[src/rtl/trace_scope_pkg.sv]
package trace_scope_pkg;
  localparam int TS_W   = 32;
  localparam int WORD_W = 64;

  typedef enum logic [3:0] {
    OP_WIDTH = 4'd0,
    OP_READ  = 4'd1,
    OP_START = 4'd2,
    OP_DEPTH = 4'd3,
    OP_STOP  = 4'd4,
    OP_COUNT = 4'd5
  } op_e;
endpackage

[src/rtl/trace_arm.sv]
// Arming control: start and stop each act after a programmable delay.
module trace_arm #(
  parameter int DLY_W = 16
) (
  input  logic             clk,
  input  logic             rst_n,
  input  logic             start_i,
  input  logic             stop_i,
  input  logic [DLY_W-1:0] dly_i,
  output logic             armed_o
);
  logic             armed_q, armed_d;
  logic             st_pend_q, st_pend_d, sp_pend_q, sp_pend_d;
  logic [DLY_W-1:0] st_cnt_q, st_cnt_d, sp_cnt_q, sp_cnt_d;

  always_comb begin
    armed_d   = armed_q;
    st_pend_d = st_pend_q;
    st_cnt_d  = st_cnt_q;
    sp_pend_d = sp_pend_q;
    sp_cnt_d  = sp_cnt_q;
    if (st_pend_q) begin
      if (st_cnt_q == '0) begin
        armed_d   = 1'b1;
        st_pend_d = 1'b0;
      end else begin
        st_cnt_d = st_cnt_q - 1'b1;
      end
    end
    if (sp_pend_q) begin
      if (sp_cnt_q == '0) begin
        armed_d   = 1'b0;
        sp_pend_d = 1'b0;
      end else begin
        sp_cnt_d = sp_cnt_q - 1'b1;
      end
    end
    if (start_i) begin
      sp_pend_d = 1'b0;
      if (dly_i == '0) begin
        armed_d   = 1'b1;
        st_pend_d = 1'b0;
      end else begin
        st_pend_d = 1'b1;
        st_cnt_d  = dly_i - 1'b1;
      end
    end
    if (stop_i) begin
      st_pend_d = 1'b0;
      if (dly_i == '0) begin
        armed_d   = 1'b0;
        sp_pend_d = 1'b0;
      end else begin
        sp_pend_d = 1'b1;
        sp_cnt_d  = dly_i - 1'b1;
      end
    end
  end

  always_ff @(posedge clk or negedge rst_n) begin
    if (!rst_n) begin
      armed_q   <= 1'b0;
      st_pend_q <= 1'b0;
      st_cnt_q  <= '0;
      sp_pend_q <= 1'b0;
      sp_cnt_q  <= '0;
    end else begin
      armed_q   <= armed_d;
      st_pend_q <= st_pend_d;
      st_cnt_q  <= st_cnt_d;
      sp_pend_q <= sp_pend_d;
      sp_cnt_q  <= sp_cnt_d;
    end
  end

  assign armed_o = armed_q;
endmodule

[src/rtl/trace_store.sv]
// Frame buffer: timestamp counter, fill pointer and per-entry registers.
module trace_store
  import trace_scope_pkg::*;
#(
  parameter int PROBE_W = 40,
  parameter int CHAN    = 4,
  parameter int DEPTH   = 8,
  localparam int FRAME_W = TS_W + CHAN + PROBE_W,
  localparam int IDX_W   = (DEPTH > 1) ? $clog2(DEPTH) : 1,
  localparam int CNT_W   = $clog2(DEPTH + 1)
) (
  input  logic               clk,
  input  logic               rst_n,
  input  logic               clear_i,
  input  logic               armed_i,
  input  logic [PROBE_W-1:0] probe_i,
  input  logic [CHAN-1:0]    hs_i,
  input  logic [IDX_W-1:0]   rd_idx_i,
  output logic [CNT_W-1:0]   count_o,
  output logic [FRAME_W-1:0] frame_o
);
  logic [TS_W-1:0]    ts_q;
  logic [CNT_W-1:0]   count_q, count_d;
  logic               wr_en;
  logic [FRAME_W-1:0] new_frame;
  logic [FRAME_W-1:0] mem_q [DEPTH];

  assign new_frame = {probe_i, hs_i, ts_q};
  assign wr_en     = armed_i && (|hs_i) && (count_q != CNT_W'(DEPTH)) && !clear_i;

  always_comb begin
    count_d = count_q;
    if (clear_i)    count_d = '0;
    else if (wr_en) count_d = count_q + 1'b1;
  end

  always_ff @(posedge clk or negedge rst_n) begin
    if (!rst_n) begin
      ts_q    <= '0;
      count_q <= '0;
    end else begin
      ts_q    <= ts_q + 1'b1;
      count_q <= count_d;
    end
  end

  for (genvar g = 0; g < DEPTH; g++) begin : g_entry
    always_ff @(posedge clk) begin
      if (wr_en && (count_q == CNT_W'(g))) mem_q[g] <= new_frame;
    end
  end

  assign count_o = count_q;
  assign frame_o = mem_q[rd_idx_i];
endmodule

[src/rtl/trace_read.sv]
// Word-serial readout of stored frames, least significant word first.
module trace_read
  import trace_scope_pkg::*;
#(
  parameter int FRAME_W = 76,
  parameter int DEPTH   = 8,
  localparam int WPF    = (FRAME_W + WORD_W - 1) / WORD_W,
  localparam int WSEL_W = (WPF > 1) ? $clog2(WPF) : 1,
  localparam int IDX_W  = (DEPTH > 1) ? $clog2(DEPTH) : 1,
  localparam int CNT_W  = $clog2(DEPTH + 1)
) (
  input  logic               clk,
  input  logic               rst_n,
  input  logic               restart_i,
  input  logic               pop_i,
  input  logic [CNT_W-1:0]   count_i,
  input  logic [FRAME_W-1:0] frame_i,
  output logic [IDX_W-1:0]   rd_idx_o,
  output logic [WORD_W-1:0]  word_o
);
  logic [CNT_W-1:0]      fr_q, fr_d;
  logic [WSEL_W-1:0]     wd_q, wd_d;
  logic                  have_data;
  logic [WPF*WORD_W-1:0] padded;

  assign have_data = (fr_q < count_i);

  always_comb begin
    padded = '0;
    padded[FRAME_W-1:0] = frame_i;
  end

  always_comb begin
    fr_d = fr_q;
    wd_d = wd_q;
    if (restart_i) begin
      fr_d = '0;
      wd_d = '0;
    end else if (pop_i && have_data) begin
      if (wd_q == WSEL_W'(WPF - 1)) begin
        wd_d = '0;
        fr_d = fr_q + 1'b1;
      end else begin
        wd_d = wd_q + 1'b1;
      end
    end
  end

  always_ff @(posedge clk or negedge rst_n) begin
    if (!rst_n) begin
      fr_q <= '0;
      wd_q <= '0;
    end else begin
      fr_q <= fr_d;
      wd_q <= wd_d;
    end
  end

  assign rd_idx_o = fr_q[IDX_W-1:0];
  assign word_o   = have_data ? padded[int'(wd_q)*WORD_W +: WORD_W] : '0;
endmodule

[src/rtl/trace_scope.sv]
// Top: command decode, handshake detect, data-word select.
module trace_scope
  import trace_scope_pkg::*;
#(
  parameter int PROBE_W = 40,
  parameter int CHAN    = 4,
  parameter int DEPTH   = 8,
  parameter int DLY_W   = 16
) (
  input  logic               clk,
  input  logic               rst_n,
  input  logic [PROBE_W-1:0] probe_i,
  input  logic [CHAN-1:0]    chan_valid_i,
  input  logic [CHAN-1:0]    chan_ready_i,
  input  logic               cmd_wr_i,
  input  logic [63:0]        cmd_i,
  input  logic               data_rd_i,
  output logic [63:0]        data_o
);
  localparam int FRAME_W = TS_W + CHAN + PROBE_W;
  localparam int IDX_W   = (DEPTH > 1) ? $clog2(DEPTH) : 1;
  localparam int CNT_W   = $clog2(DEPTH + 1);

  op_e                sel_q, sel_d;
  op_e                op;
  logic [DLY_W-1:0]   dly;
  logic               start_cmd, stop_cmd, read_cmd, query_cmd, dly_zero;
  logic               armed, hs_any;
  logic [CHAN-1:0]    hs;
  logic [CNT_W-1:0]   count;
  logic [IDX_W-1:0]   rd_idx;
  logic [FRAME_W-1:0] frame;
  logic [WORD_W-1:0]  word;
  logic               unused_cmd_hi;

  assign op            = op_e'(cmd_i[3:0]);
  assign dly           = cmd_i[DLY_W+3:4];
  assign unused_cmd_hi = ^cmd_i[63:DLY_W+4];
  assign dly_zero      = (dly == '0);
  assign start_cmd     = cmd_wr_i && (op == OP_START);
  assign stop_cmd      = cmd_wr_i && (op == OP_STOP);
  assign read_cmd      = cmd_wr_i && (op == OP_READ);
  assign query_cmd     = cmd_wr_i && (op == OP_WIDTH || op == OP_DEPTH ||
                                      op == OP_COUNT || op == OP_READ);
  assign hs            = chan_valid_i & chan_ready_i;
  assign hs_any        = |hs;

  always_comb begin
    sel_d = sel_q;
    if (query_cmd) sel_d = op;
  end

  always_ff @(posedge clk or negedge rst_n) begin
    if (!rst_n) sel_q <= OP_READ;
    else        sel_q <= sel_d;
  end

  trace_arm #(.DLY_W(DLY_W)) u_arm (
    .clk(clk), .rst_n(rst_n), .start_i(start_cmd), .stop_i(stop_cmd),
    .dly_i(dly), .armed_o(armed)
  );

  trace_store #(.PROBE_W(PROBE_W), .CHAN(CHAN), .DEPTH(DEPTH)) u_store (
    .clk(clk), .rst_n(rst_n), .clear_i(start_cmd), .armed_i(armed),
    .probe_i(probe_i), .hs_i(hs), .rd_idx_i(rd_idx),
    .count_o(count), .frame_o(frame)
  );

  trace_read #(.FRAME_W(FRAME_W), .DEPTH(DEPTH)) u_read (
    .clk(clk), .rst_n(rst_n), .restart_i(read_cmd || start_cmd),
    .pop_i(data_rd_i && (sel_q == OP_READ)), .count_i(count),
    .frame_i(frame), .rd_idx_o(rd_idx), .word_o(word)
  );

  always_comb begin
    case (sel_q)
      OP_WIDTH: data_o = 64'(FRAME_W);
      OP_DEPTH: data_o = 64'(DEPTH);
      OP_COUNT: data_o = 64'(count);
      OP_READ:  data_o = word;
      default:  data_o = '0;
    endcase
  end
endmodule

[config.mk]
export PLATFORM = sky130hd
export DESIGN_NAME = trace_scope
export DESIGN_NICKNAME = d
export VERILOG_FILES = /design/src/rtl/trace_scope_pkg.sv /design/src/rtl/trace_arm.sv /design/src/rtl/trace_store.sv /design/src/rtl/trace_read.sv /design/src/rtl/trace_scope.sv
export SDC_FILE = /design/constraint.sdc
export NUM_CORES = 1
export LEC_CHECK = 0
export BUFFER_PORTS_ARGS = -buffer_cell sky130_fd_sc_hd__buf_2
export CORE_ASPECT_RATIO = 0.8
export CORE_MARGIN = 4
export CORE_UTILIZATION = 54
export CTS_CLUSTER_SIZE = 14
export DETAILED_ROUTE_END_ITERATION = 12
export PLACE_DENSITY = 0.8
export SLEW_MARGIN = 40
export SYNTH_ARGS = -nofsm -noshare
export SYNTH_HDL_FRONTEND = slang
export SYNTH_SLANG_ARGS = --single-unit
[constraint.sdc]
create_clock -name clk -period 3.38 [get_ports clk]
set_input_delay 0.338 -clock clk [delete_from_list [all_inputs] [get_ports clk]]
set_output_delay 0.338 -clock clk [all_outputs]
set_load 0.1 [all_outputs]
==> out/results.ini <==
[yosys]
ys_seq_area_frac=0.7353
ys_types=55
ys_seq_elements=688
async_flop_share=0.1163
synth_top_area_cell=edfxtp_1
synthesis.nets=1570
synth-edff-count=608
synth_area_sq_um=27560
synth_ff_type=edfxtp_1
ys_top_cells_by_area=edfxtp_1 (66%), mux4_2 (13%), dfrtp_1 (7.2%), mux2i_1 (2.5%), xnor2_1 (1.6%)
syn_inst=1439
synth_top_area_frac=0.6626
syn_area_per_cell_sq_um=19.15
synth_warnings=0

[worst_setup_path]
worstSetupPathType=reg2out
crit_chain=buf_16, mux4_2, mux4_2, nor2b_1, buf_2
worstReg2RegStart=u_arm.sp_cnt_q[0]$_DFF_PN0_
crit_slowest_cell=dfrtp_4
cp-end-kind=output pin
reg2reg_to=u_arm.sp_cnt_q[11]$_DFF_PN0_
required_ns=3.04
crit_cells=5
setup.worst_path.start=u_read.fr_q[0]$_DFFE_PN0P_
path_common_cell=mux4_2
r2r_slack_ns=0.86
crit_family=multiplexers
worstPathArrival_ns=3.00
cp-start-kind=flip-flop
slowest_delay_ns=0.58
crit_buf_inv=2
endpoint=data_o[11]
reg2reg_depth=8
crit_fanout=23

[clock_network]
cts_tree=done
cts.sinks=688
htree_levels=3
cts_made_buffers=68
cts-root-buf=clkbuf_16
clkTransAtPathRegs_ns=0.06
clockBufferDepth=3
clk_latency_ns=0.59

[pwr]
max-vdd-ir-drop_mv=0.3930
power_per_cell_area_nw_per_um2=541.7
power_w=0.01786
p_leak_nw=11.25

[cells_and_area]
diodes=0
finish.utilization=0.6586
drive_above_1_share=0.3074
area_delta_synth_final_pct=19.64
final_cell_mix=edfxtp_1 (608), mux4_2 (159), buf_2 (78)
num-fill-cells=3138
nets=1777
fin_area_sq_um=32970
layout_commonest_cell=edfxtp_1

[grt]
grt_antenna_before_repair=0
grt_pass1_wl_um=93130
grt_pass1_vias=15140
grt_max_degree=73
grt-ovfl-total=0
track_usage=0.2259

[place]
dp_hpwl_um=33100
port-buffer-count=135
gp_congestion=0.8453
dpl_cell_area_sq_um=30390

[floorplan]
die_x_um=260.6
die_y_um=210.0
die_area_sq_um=54730
start_util=0.5505
io_pins=180
core_sq_um=50050
num_rows=73

[routing]
top_layer=met4
drc=0
dr_total_vias=14490
drtPass1Iterations=5
ant_nets=0
wl_met3_um=4501
wirelength_um=61750
wl_met2_um=31200
via_per_inst=6.105
wl_met1_um=24470
dr.first_iter.drc_count=1714
routedWlPerCell_um=26.02

[worst_hold_path]
hp-class=in2reg

[sta]
period_minus_slack_ns=3.340
rsz0062_at_grt=yes
fmax_mhz=299.4
slew_headroom=0.4900
tns_ns=0
fin_hold_ws_ns=0.03101
clock_skew_ns=0.02058
setup_violations=0
period_share=0.9881
hold_viol=0
tightest_slew_ns=0.7650
finalMaxSlewViolations=0

[run_status]
status=completed

[run]
drv_cap=0

==> flip-flops by register name (all words and copies together), names as in the netlist <==
register,flops
u_store.mem_q,608
u_store.ts_q,32
u_arm.sp_cnt_q,16
u_arm.st_cnt_q,16
sel_q,4
u_read.fr_q,4
u_store.count_o,4
u_arm.armed_o,1
u_arm.sp_pend_q,1
u_arm.st_pend_q,1
u_read.wd_q,1
==> worst min-delay path by stage <==
stage	slack [ns]	endpoint	cells after the start	from
global route	0.01	u_arm.sp_cnt_q[0]$_DFF_PN0_	2	cmd_i[4]
finish	0.03	u_store.mem_q[3][66]$_DFFE_PP_	1	probe_i[30]
global placement	0.50	sel_q[3]$_DFFE_PN0P_	1	sel_q[3]$_DFFE_PN0P_
detailed placement	0.43	u_store.ts_q[31]$_DFF_PN0_	1	rst_n
CTS	0.001	u_store.mem_q[1][63]$_DFFE_PP_	1	probe_i[27]
floorplan	0.04	sel_q[1]$_DFFE_PN0P_	0	rst_n
==> cells in the mapped netlist (all sizes together), types with 4 or more instances <==
library cell / count
mux2: 5
nand4: 9
xnor2: 51
o31ai: 4
ha: 15
and3: 12
o21ai: 24
mux4: 159
dfrtp: 79
edfxtp: 608
nand2b: 5
clkbuf: 29
or4: 12
a21o: 4
inv: 22
nand2: 38
or3: 7
nand3: 19
nor2: 108
nor2b: 9
a21oi: 31
mux2i: 69
and2: 6
nor3: 23
buf: 31
xor2: 21
nor4: 7
==> power breakdown <==
group | switching (W) | internal, W
logic | 0.000566 | 0.000474
registers | 0.000192 | 0.00936
clock network | 0.00309 | 0.00418
total | 0.00384 | 0.0140
==> routing by layer <==
metal | track usage | vias to the layer above
met4 | 0.06198 | 0
met2 | 0.3735 | 656
met1 | 0.3159 | 7543
li1 | - | 6175
met5 | 0 | -
met3 | 0.04228 | 113
==> timing repair <==
item	in CTS	in global routing
gates cloned	2	2
setup buffers	5	2
gates resized for setup	11	27
hold endpoints to repair	146	0
endpoints found under the setup margin	56	32
hold buffers	11	0
==> stage by stage <==
stage / setup slack, ns / cells
finish: 0.04027 / 2373
global route: -0.04644 / 2373
CTS: -0.003522 / 2369
detailed placement: 0.4493 / 2229
global placement: 0.4937 / 2229
floorplan: -0.5985 / 1439
==> area by class of cell <==
cell class / instances / area (sq um) / area share
flip-flops and latches: 688 / 20270 / 0.6149
multi-input cells: 669 / 7238 / 0.2196
repair buffers: 197 / 2416 / 0.07329
clock buffers: 97 / 1914 / 0.05807
well taps: 675 / 844.6 / 0.02562
clock inverters: 25 / 198.9 / 0.006035
inverters: 22 / 82.58 / 0.002505
==> kinds of logic (layout without fill, tap and decap cells) <==
| group | after synthesis | count (layout) | share of synthesized area |
|---|---|---|---|
| flops | 688 | 688 | 0.7353 |
| buf+inv | 82 | 341 | 0.01212 |
| simple gates | 269 | 269 | 0.04836 |
| mux | 233 | 233 | 0.1571 |
| xor+xnor | 72 | 72 | 0.02289 |
| compound gates | 80 | 80 | 0.01748 |
| fa+ha+maj | 15 | 15 | 0.006811 |
Note: power is estimated with default switching activity, not from simulation.
